--- src/rtl/circ_agu_pkg.sv ---
package circ_agu_pkg;
   localparam int MODE_W      = 32;
   localparam int FIELD_W     = 2;
   localparam int BK_W        = 5;
   localparam int BK_LO_LSB   = 16;
   localparam int BK_HI_LSB   = 21;
   localparam int PTR_IDX_W   = 5;

   typedef enum logic [1:0] {
      FORM_POST   = 2'd0,
      FORM_PREINC = 2'd1,
      FORM_PREOFF = 2'd2,
      FORM_ALT    = 2'd3
   } form_e;

   typedef enum logic [1:0] {
      WRAP_NONE = 2'b00,
      WRAP_LO   = 2'b01,
      WRAP_HI   = 2'b10,
      WRAP_RSVD = 2'b11
   } wrap_e;
endpackage

--- src/rtl/agu_mode_decode.sv ---
module agu_mode_decode
   import circ_agu_pkg::*;
#(
   parameter int ADDR_W   = 32,
   parameter bit HAS_CIRC = 1'b1
) (
   input  logic [PTR_IDX_W-1:0] ptr_idx,
   input  logic [MODE_W-1:0]    mode_word,
   output logic                 circ,
   output logic [ADDR_W-1:0]    mask
);
   generate
      if (HAS_CIRC) begin : g_circ
         logic [2:0]         slot;
         logic               eligible;
         logic [FIELD_W-1:0] field;
         logic [BK_W-1:0]    n_exp;

         always_comb begin
            slot     = {ptr_idx[4], ptr_idx[1:0]};
            eligible = (ptr_idx[3:2] == 2'b01);
            field    = mode_word[FIELD_W*slot +: FIELD_W];
            n_exp    = (field == WRAP_LO) ? mode_word[BK_LO_LSB +: BK_W]
                                          : mode_word[BK_HI_LSB +: BK_W];
            circ     = eligible && ((field == WRAP_LO) || (field == WRAP_HI));
            for (int i = 0; i < ADDR_W; i++) begin
               mask[i] = (i <= int'(n_exp));
            end
         end
      end else begin : g_lin
         always_comb begin
            circ = 1'b0;
            mask = '0;
         end
      end
   endgenerate
endmodule

--- src/rtl/agu_wrap_add.sv ---
module agu_wrap_add #(
   parameter int ADDR_W = 32,
   parameter int OFF_W  = 16
) (
   input  logic [ADDR_W-1:0] base,
   input  logic [OFF_W-1:0]  offset,
   input  logic              circ,
   input  logic [ADDR_W-1:0] mask,
   output logic [ADDR_W-1:0] result
);
   logic [ADDR_W-1:0] off_ext;
   logic [ADDR_W-1:0] sum;

   always_comb begin
      off_ext = ADDR_W'($signed(offset));
      sum     = base + off_ext;
      result  = circ ? ((base & ~mask) | (sum & mask)) : sum;
   end
endmodule

--- src/rtl/agu_form_sel.sv ---
module agu_form_sel
   import circ_agu_pkg::*;
#(
   parameter int ADDR_W = 32
) (
   input  logic [1:0]        form,
   input  logic [ADDR_W-1:0] base,
   input  logic [ADDR_W-1:0] stepped,
   output logic [ADDR_W-1:0] addr,
   output logic [ADDR_W-1:0] ptr,
   output logic              upd
);
   always_comb begin
      unique case (form_e'(form))
         FORM_POST:   begin addr = base;    ptr = stepped; upd = 1'b1; end
         FORM_PREINC: begin addr = stepped; ptr = stepped; upd = 1'b1; end
         default:     begin addr = stepped; ptr = base;    upd = 1'b0; end
      endcase
   end
endmodule

--- src/rtl/circ_agu.sv ---
module circ_agu
   import circ_agu_pkg::*;
#(
   parameter int ADDR_W   = 32,
   parameter int OFF_W    = 16,
   parameter bit HAS_CIRC = 1'b1
) (
   input  logic                 clk,
   input  logic                 rst_n,
   input  logic                 req_valid,
   input  logic [PTR_IDX_W-1:0] ptr_idx,
   input  logic [1:0]           form,
   input  logic [MODE_W-1:0]    mode_word,
   input  logic [ADDR_W-1:0]    base,
   input  logic [OFF_W-1:0]     offset,
   output logic                 rsp_valid,
   output logic [ADDR_W-1:0]    eff_addr,
   output logic [ADDR_W-1:0]    new_ptr,
   output logic                 upd_en
);
   generate
      if (ADDR_W < 8)      begin : g_bad_aw  $error("ADDR_W below 8");      end
      if (OFF_W > ADDR_W)  begin : g_bad_ow  $error("OFF_W above ADDR_W"); end
      if (OFF_W < 2)       begin : g_bad_ow2 $error("OFF_W below 2");      end
   endgenerate

   logic              circ;
   logic [ADDR_W-1:0] mask;
   logic [ADDR_W-1:0] stepped;
   logic [ADDR_W-1:0] addr_c;
   logic [ADDR_W-1:0] ptr_c;
   logic              upd_c;

   agu_mode_decode #(.ADDR_W(ADDR_W), .HAS_CIRC(HAS_CIRC)) u_dec (
      .ptr_idx(ptr_idx), .mode_word(mode_word), .circ(circ), .mask(mask)
   );

   agu_wrap_add #(.ADDR_W(ADDR_W), .OFF_W(OFF_W)) u_add (
      .base(base), .offset(offset), .circ(circ), .mask(mask), .result(stepped)
   );

   agu_form_sel #(.ADDR_W(ADDR_W)) u_sel (
      .form(form), .base(base), .stepped(stepped),
      .addr(addr_c), .ptr(ptr_c), .upd(upd_c)
   );

   always_ff @(posedge clk) begin
      if (!rst_n) begin
         rsp_valid <= 1'b0;
         eff_addr  <= '0;
         new_ptr   <= '0;
         upd_en    <= 1'b0;
      end else begin
         rsp_valid <= req_valid;
         if (req_valid) begin
            eff_addr <= addr_c;
            new_ptr  <= ptr_c;
            upd_en   <= upd_c;
         end
      end
   end
endmodule

--- config.mk ---
export PLATFORM = sky130hd
export DESIGN_NAME = circ_agu
export DESIGN_NICKNAME = d
export VERILOG_FILES = /design/src/rtl/circ_agu_pkg.sv /design/src/rtl/agu_mode_decode.sv /design/src/rtl/agu_wrap_add.sv /design/src/rtl/agu_form_sel.sv /design/src/rtl/circ_agu.sv
export SDC_FILE = /design/constraint.sdc
export NUM_CORES = 1
export LEC_CHECK = 0
export CORE_MARGIN = 3
export CORE_UTILIZATION = 40
export DETAILED_ROUTE_END_ITERATION = 8
export DONT_BUFFER_PORTS = 1
export PLACE_DENSITY = 0.6
export SLEW_MARGIN = 10
export SYNTH_ARGS = -nofsm -noshare
export SYNTH_HDL_FRONTEND = slang
export SYNTH_HIERARCHICAL = 1
export SYNTH_SLANG_ARGS = --single-unit
--- constraint.sdc ---
create_clock -name clk -period 4 [get_ports clk]
set_input_delay 0.4 -clock clk [delete_from_list [all_inputs] [get_ports clk]]
set_output_delay 0.4 -clock clk [all_outputs]
set_load 0.02 [all_outputs]
; Word-level counts from Yosys, hierarchy flattened
; Cells that the tools add are included.
[totals]
ff_bits = 66
inputBits = 90
[classes]
n_eq_ne = 4
mux = 5
reduce_logical = 4
shifts = 1
bitwise_logic = 4
addsub = 1
magnitude_cmp = 31
[op_table]
columns = operator, n
row1 = two-way mux 32 bit, 3
row2 = "<= comparator 5 bit, first input constant", 16
row3 = bitwise AND 32 bit, 2
row4 = "<= comparator 4 x 5 -> 1 bit, first input constant", 8
row5 = adder 32 bit, 1
row6 = inverter 32 bit, 1
row7 = bitwise OR 32 bit, 1
row8 = variable part select 32 x 5 -> 2 bit, 1
row9 = "<= comparator 3 x 5 -> 1 bit, first input constant", 4
row10 = "<= comparator 2 x 5 -> 1 bit, first input constant", 2
row11 = "== test 2 x 1 -> 1 bit, second input constant", 3
row12 = "<= comparator 1 x 5 -> 1 bit, first input constant", 1
row13 = two-way mux 5 bit, 1
row14 = "== test 2 bit, second input constant", 1
row15 = zero test 2 bit, 1
row16 = OR reduction 2 bit, 1
row17 = logical AND 1 bit, 1
row18 = logical OR 1 bit, 1
row19 = two-way mux 1 bit, 1

; Depth between registers and ports, before layout
[logic_depth]
depth_word = 9
mapped_depth = 16
mapped_depth_nobuf = 14

; Hierarchy
; Netlist, hierarchy kept.
[by_module_without_submodules]
columns = mod, cells_each, seq_area_each_um2, n_inst, area_each_um2
row1 = circ_agu, 212, 1321.3, 1, 2534.9
row2 = agu_wrap_add, 308, 0.0, 1, 2182.1
row3 = agu_form_sel, 73, 0.0, 1, 950.9
row4 = agu_mode_decode, 72, 0.0, 1, 541.8

; Worst setup path after synthesis
; Ideal clock, no wire load.
[synth_path]
kind = input -> register
from = in offset[0]
to = reg eff_addr[30]
path_slack_ps = 735
arrival_ps = 3149
n_path_buf = 0
setup_time_ps = 116
cell_stages = 13
cell_sequence = ha_1 fa_1 a21o_2 a221oi_4 a2bb2oi_2 a31oi_1 o21ai_0 o41ai_1 xor2_1 mux2_2 mux2_4 mux2i_1 nor2b_1
[synth_via]
elab_chain_cells = 5
[synth_rtl]
columns = item, line_no
row1 = "start, declared", circ_agu.sv:15  ; input logic [OFF_W-1:0] offset,
row2 = adder 32 bit (*), agu_wrap_add.sv:16  ; sum = base + off_ext;
row3 = bitwise AND 32 bit, agu_wrap_add.sv:17  ; result = circ ? ((base & ~mask) | (sum & mask)) : sum;
row4 = bitwise OR 32 bit, agu_wrap_add.sv:17
row5 = two-way mux 32 bit (*), agu_wrap_add.sv:17
row6 = named net stepped[30], circ_agu.sv:29  ; logic [ADDR_W-1:0] stepped;
row7 = two-way mux 32 bit (*), agu_form_sel.sv:14  ; unique case (form_e'(form))
row8 = named net addr_c[30], circ_agu.sv:30  ; logic [ADDR_W-1:0] addr_c;
row9 = "end signal, assigned", circ_agu.sv:56  ; eff_addr <= addr_c;
row10 = "end, declared", circ_agu.sv:17  ; output logic [ADDR_W-1:0] eff_addr,
; The timed path passes the listed nets; every way through them passes the cells marked *.
; A chain may end at the register's enable or synchronous reset.

; Worst setup path after layout
[layout_path]
from = in offset[0]
to = reg new_ptr[30]
[layout_via]
elab_chain_cells = 5
[layout_rtl]
columns = item, line_no
row1 = adder 32 bit (*), agu_wrap_add.sv:16
row2 = bitwise AND 32 bit, agu_wrap_add.sv:17
row3 = bitwise OR 32 bit, agu_wrap_add.sv:17
row4 = two-way mux 32 bit (*), agu_wrap_add.sv:17
row5 = named net stepped[30], circ_agu.sv:29
row6 = two-way mux 32 bit (*), agu_form_sel.sv:14
row7 = named net ptr_c[30], circ_agu.sv:31  ; logic [ADDR_W-1:0] ptr_c;
row8 = "end signal, assigned", circ_agu.sv:57  ; new_ptr <= ptr_c;
row9 = "end, declared", circ_agu.sv:18  ; output logic [ADDR_W-1:0] new_ptr,
; Marked as above.

==> flow_summary.ini <==
[outcome]
outcome = finished, final reports clean

[power_and_ir_drop]
p_int_w = 0.00167
switching_share = 0.337
peakVddDrop_v = 0.000190
switching_power_w = 0.000848
p_clk_frac = 0.325
combPwrFrac = 0.332
power_w = 0.00252
p_leak_nw = 2.69
pwr-share-seq = 0.343
p_per_area_nw_per_um2 = 388

[timing]
max_freq_mhz = 313
maxSlewHeadroom = 0.443
finalSetupViolCount = 0
slew_violations = 0
holdWs_ps = 187
period_needed_ps = 3190
hold_viol_final = 0
finalCritPeriodShare = 0.798
tightest_slew_ps = 835
finalClockSkew_ps = 0
rsz0062_at_grt = no
setup-tns-final_ps = 0

[clock_tree]
hold_buffers = 0
clk_latency_ps = 340
cts.reportedPaths.clkPinSlew_ps = 60
cts_tree = done
cts.sinks = 66
h-tree-depth = 3
numCtsBuffers = 9
cts-resized-gates = 0
post_cts_buffers = 0
root_buffer = clkbuf_16
ctsLongestPathBuffers = 2

[finish]
antenna_cells = 0
fin_cells = 839
syn2layout_area_growth_pct = 4.61
layout.nets = 773
final_cell_area_um2 = 6500
fillerInstances = 1452
drive_above_1_share = 0.188

[worst_hold_path]
worstHoldStart = rst_n
hold_end = eff_addr[19]
holdPathStages = 1
hold_class = in -> reg

[logic_synthesis]
synth_compound_area_frac = 0.171
ys.flop_type = dfxtp_1
synth_top_family_by_area = multiplexers
synth-edff-count = 0
syn_area_um2 = 6210
postSynthAreaPerCell_um2 = 9.34
yosysUniqueCellTypes = 72
synthMuxAreaShare = 0.283
synth_xor_area_frac = 0.0339
synth_seq_cells = 66
async_reset_ff_frac = 0
ys_seq_area_frac = 0.213
synthSimpleGateAreaFrac = 0.170
synthCells = 665
synth_warnings = 6
syn_nets = 788
synth-adder-area-share = 0.0677

[floorplan]
fp.coreArea_um2 = 14900
die-area_um2 = 17100
design.portCount = 156
die_w_um = 131
rows = 44
die_height_um = 131
start_util = 0.418

[detailed_routing]
route.detailed.drc = 0
drt_iter0_drc = 206
routed_wirelength_mm = 16.5
drt-vias-per-instance = 5.72
wl_per_cell_um = 19.6
drt_first_pass_iters = 4
dr_total_vias = 4802
ant_nets = 0

[critical_path]
slowest_delay_ps = 420
required_ps = 4240
crit_chain = ha_1, fa_1, a21o_2, a221oi_4, a2bb2oi_2, a31oi_1, o21ai_0, buf_4, o41ai_1, xor2_1, mux2_2, mux2_2, mux2i_1, nor2b_1
critPathTopFamily = compound AO/OA/AOI/OAI gates
crit_arrival_ps = 3430
path_class = in -> reg
reg2reg_slack_ps = 3240
critical_path.most_common_cell = mux2_2
path_buf_inv = 1
rr_worst_depth = 2
end_kind = register
cp_max_fo = 3
r2r_start = eff_addr[21]
cp-start-kind = primary input
r2r-end = eff_addr[21]
critical-path-slowest-cell = fa_1

[global_route]
grtUsageMet2 = 0.289
track_usage = 0.193
grt_use_met3 = 0.0817
antenna_found_initial = 0
met1_usage = 0.259
grt_first_pass_wirelength_mm = 25.8
overflow = 0
grt_max_degree = 67
grt-busiest-layer = met2
first_global_vias = 4771

[run]
maxCapViolations = 0

[placed_design]
placed_cell_area_um2 = 6190
io_buffers = 0
dpl.cell_count = 823
place_congestion = 0.852
place_hpwl_mm = 12.6
final cells by class:
cell class	count	area, µm²	area share
sequential	66	1320	0.203
multi-input combinational	549	4520	0.696
clock buffer	10	239	0.0368
inverter	16	60.1	0.00924
clock inverter	6	66.3	0.0102
timing repair buffer	8	60.1	0.00924
tap	184	230	0.0354
through the flow:
stage	util	setup WS (ps)
6_report	0.437	808
5_1_grt	0.437	593
4_1_cts	0.437	819
3_5_place_dp	0.416	467
3_3_place_gp	0.416	490
2_1_floorplan	-	735
cells in the final DEF (no fill, tap or decap), types with 16 or more instances in the layout:
cell and n:
mux2_4 30, mux2_2 43, ha_1 32, dfxtp_1 66, a21oi_1 41, nor2_1 33, mux2i_1 69, o21ai_0 37
nand2_1 28, nor2b_1 67, inv_1 16
sequential cells by signal, indices dropped and copies added, names as in the netlist:
register / cells
eff_addr: 32
new_ptr: 32
rsp_valid: 1
upd_en: 1
worst max path at each step:
stage,startpoint,endpoint,cells after the start
finish,offset[0],new_ptr[30],14
detailed placement,ptr_idx[1],new_ptr[31],15
global placement,offset[0],eff_addr[30],14
CTS,ptr_idx[1],new_ptr[31],15
floorplan,offset[0],eff_addr[30],13
global route,offset[13],new_ptr[30],13
kinds of logic after synthesis:
group | after synthesis
multiplexers | 148
XOR/XNOR | 24
adder cells (fa/ha/maj) | 33
AND/OR/NAND/NOR | 189
AO/OA/AOI/OAI | 154
flip-flops | 66
other | 1
buffers and inverters | 50
Yosys cell counts (all sizes together) (2+ instances only):
cell	number	area (µm²)
xnor2	13	114
and2	2	12.5
o21ai	39	199
mux4	4	105
nand2	29	111
dfxtp	66	1320
o21a	4	30.0
o31ai	3	27.5
ha	32	400
a31oi	7	58.8
clkbuf	12	46.3
nand3b	4	30.0
a21boi	2	15.0
buf	22	268
nor3	6	30.0
or4	2	15.0
and3b	2	17.5
mux2i	71	718
o211ai	5	37.5
nor2b	67	419
mux2	73	935
a211oi	4	30.0
inv	16	60.1
a21o	12	92.6
o31a	11	96.3
nand3	11	55.1
and3	4	31.3
a221oi	2	35.0
xor2	11	96.3
nand2b	13	81.3
a22o	2	17.5
o21bai	7	52.6
a31o	4	35.0
nor2	34	144
a21oi	41	205
nand4	5	31.3
nor3b	4	30.0
worst register-to-register path, cell delays in order (launching register included):
cell	delay (ps)
dfxtp_1	450
mux2i_1	120
nor2b_1	130
power by group through the flow:
stage / clock (W) / sequential, W / combinational, W
floorplan: 0 / 0.000863 / 0.000735
global placement: 0 / 0.000881 / 0.000816
detailed placement: 0 / 0.000882 / 0.000829
CTS: 0.000837 / 0.000867 / 0.000834
global route: 0.000880 / 0.000875 / 0.000929
finish: 0.000818 / 0.000865 / 0.000836
layer usage:
layer	up-vias	share of wire	wire [µm]
li1	2394	-	-
met1	2259	0.46	7620
met2	140	0.43	7140
met3	9	0.092	1510
met4	0	0.011	187
met5	-	0	0
Power figures use the tool's default switching activity.
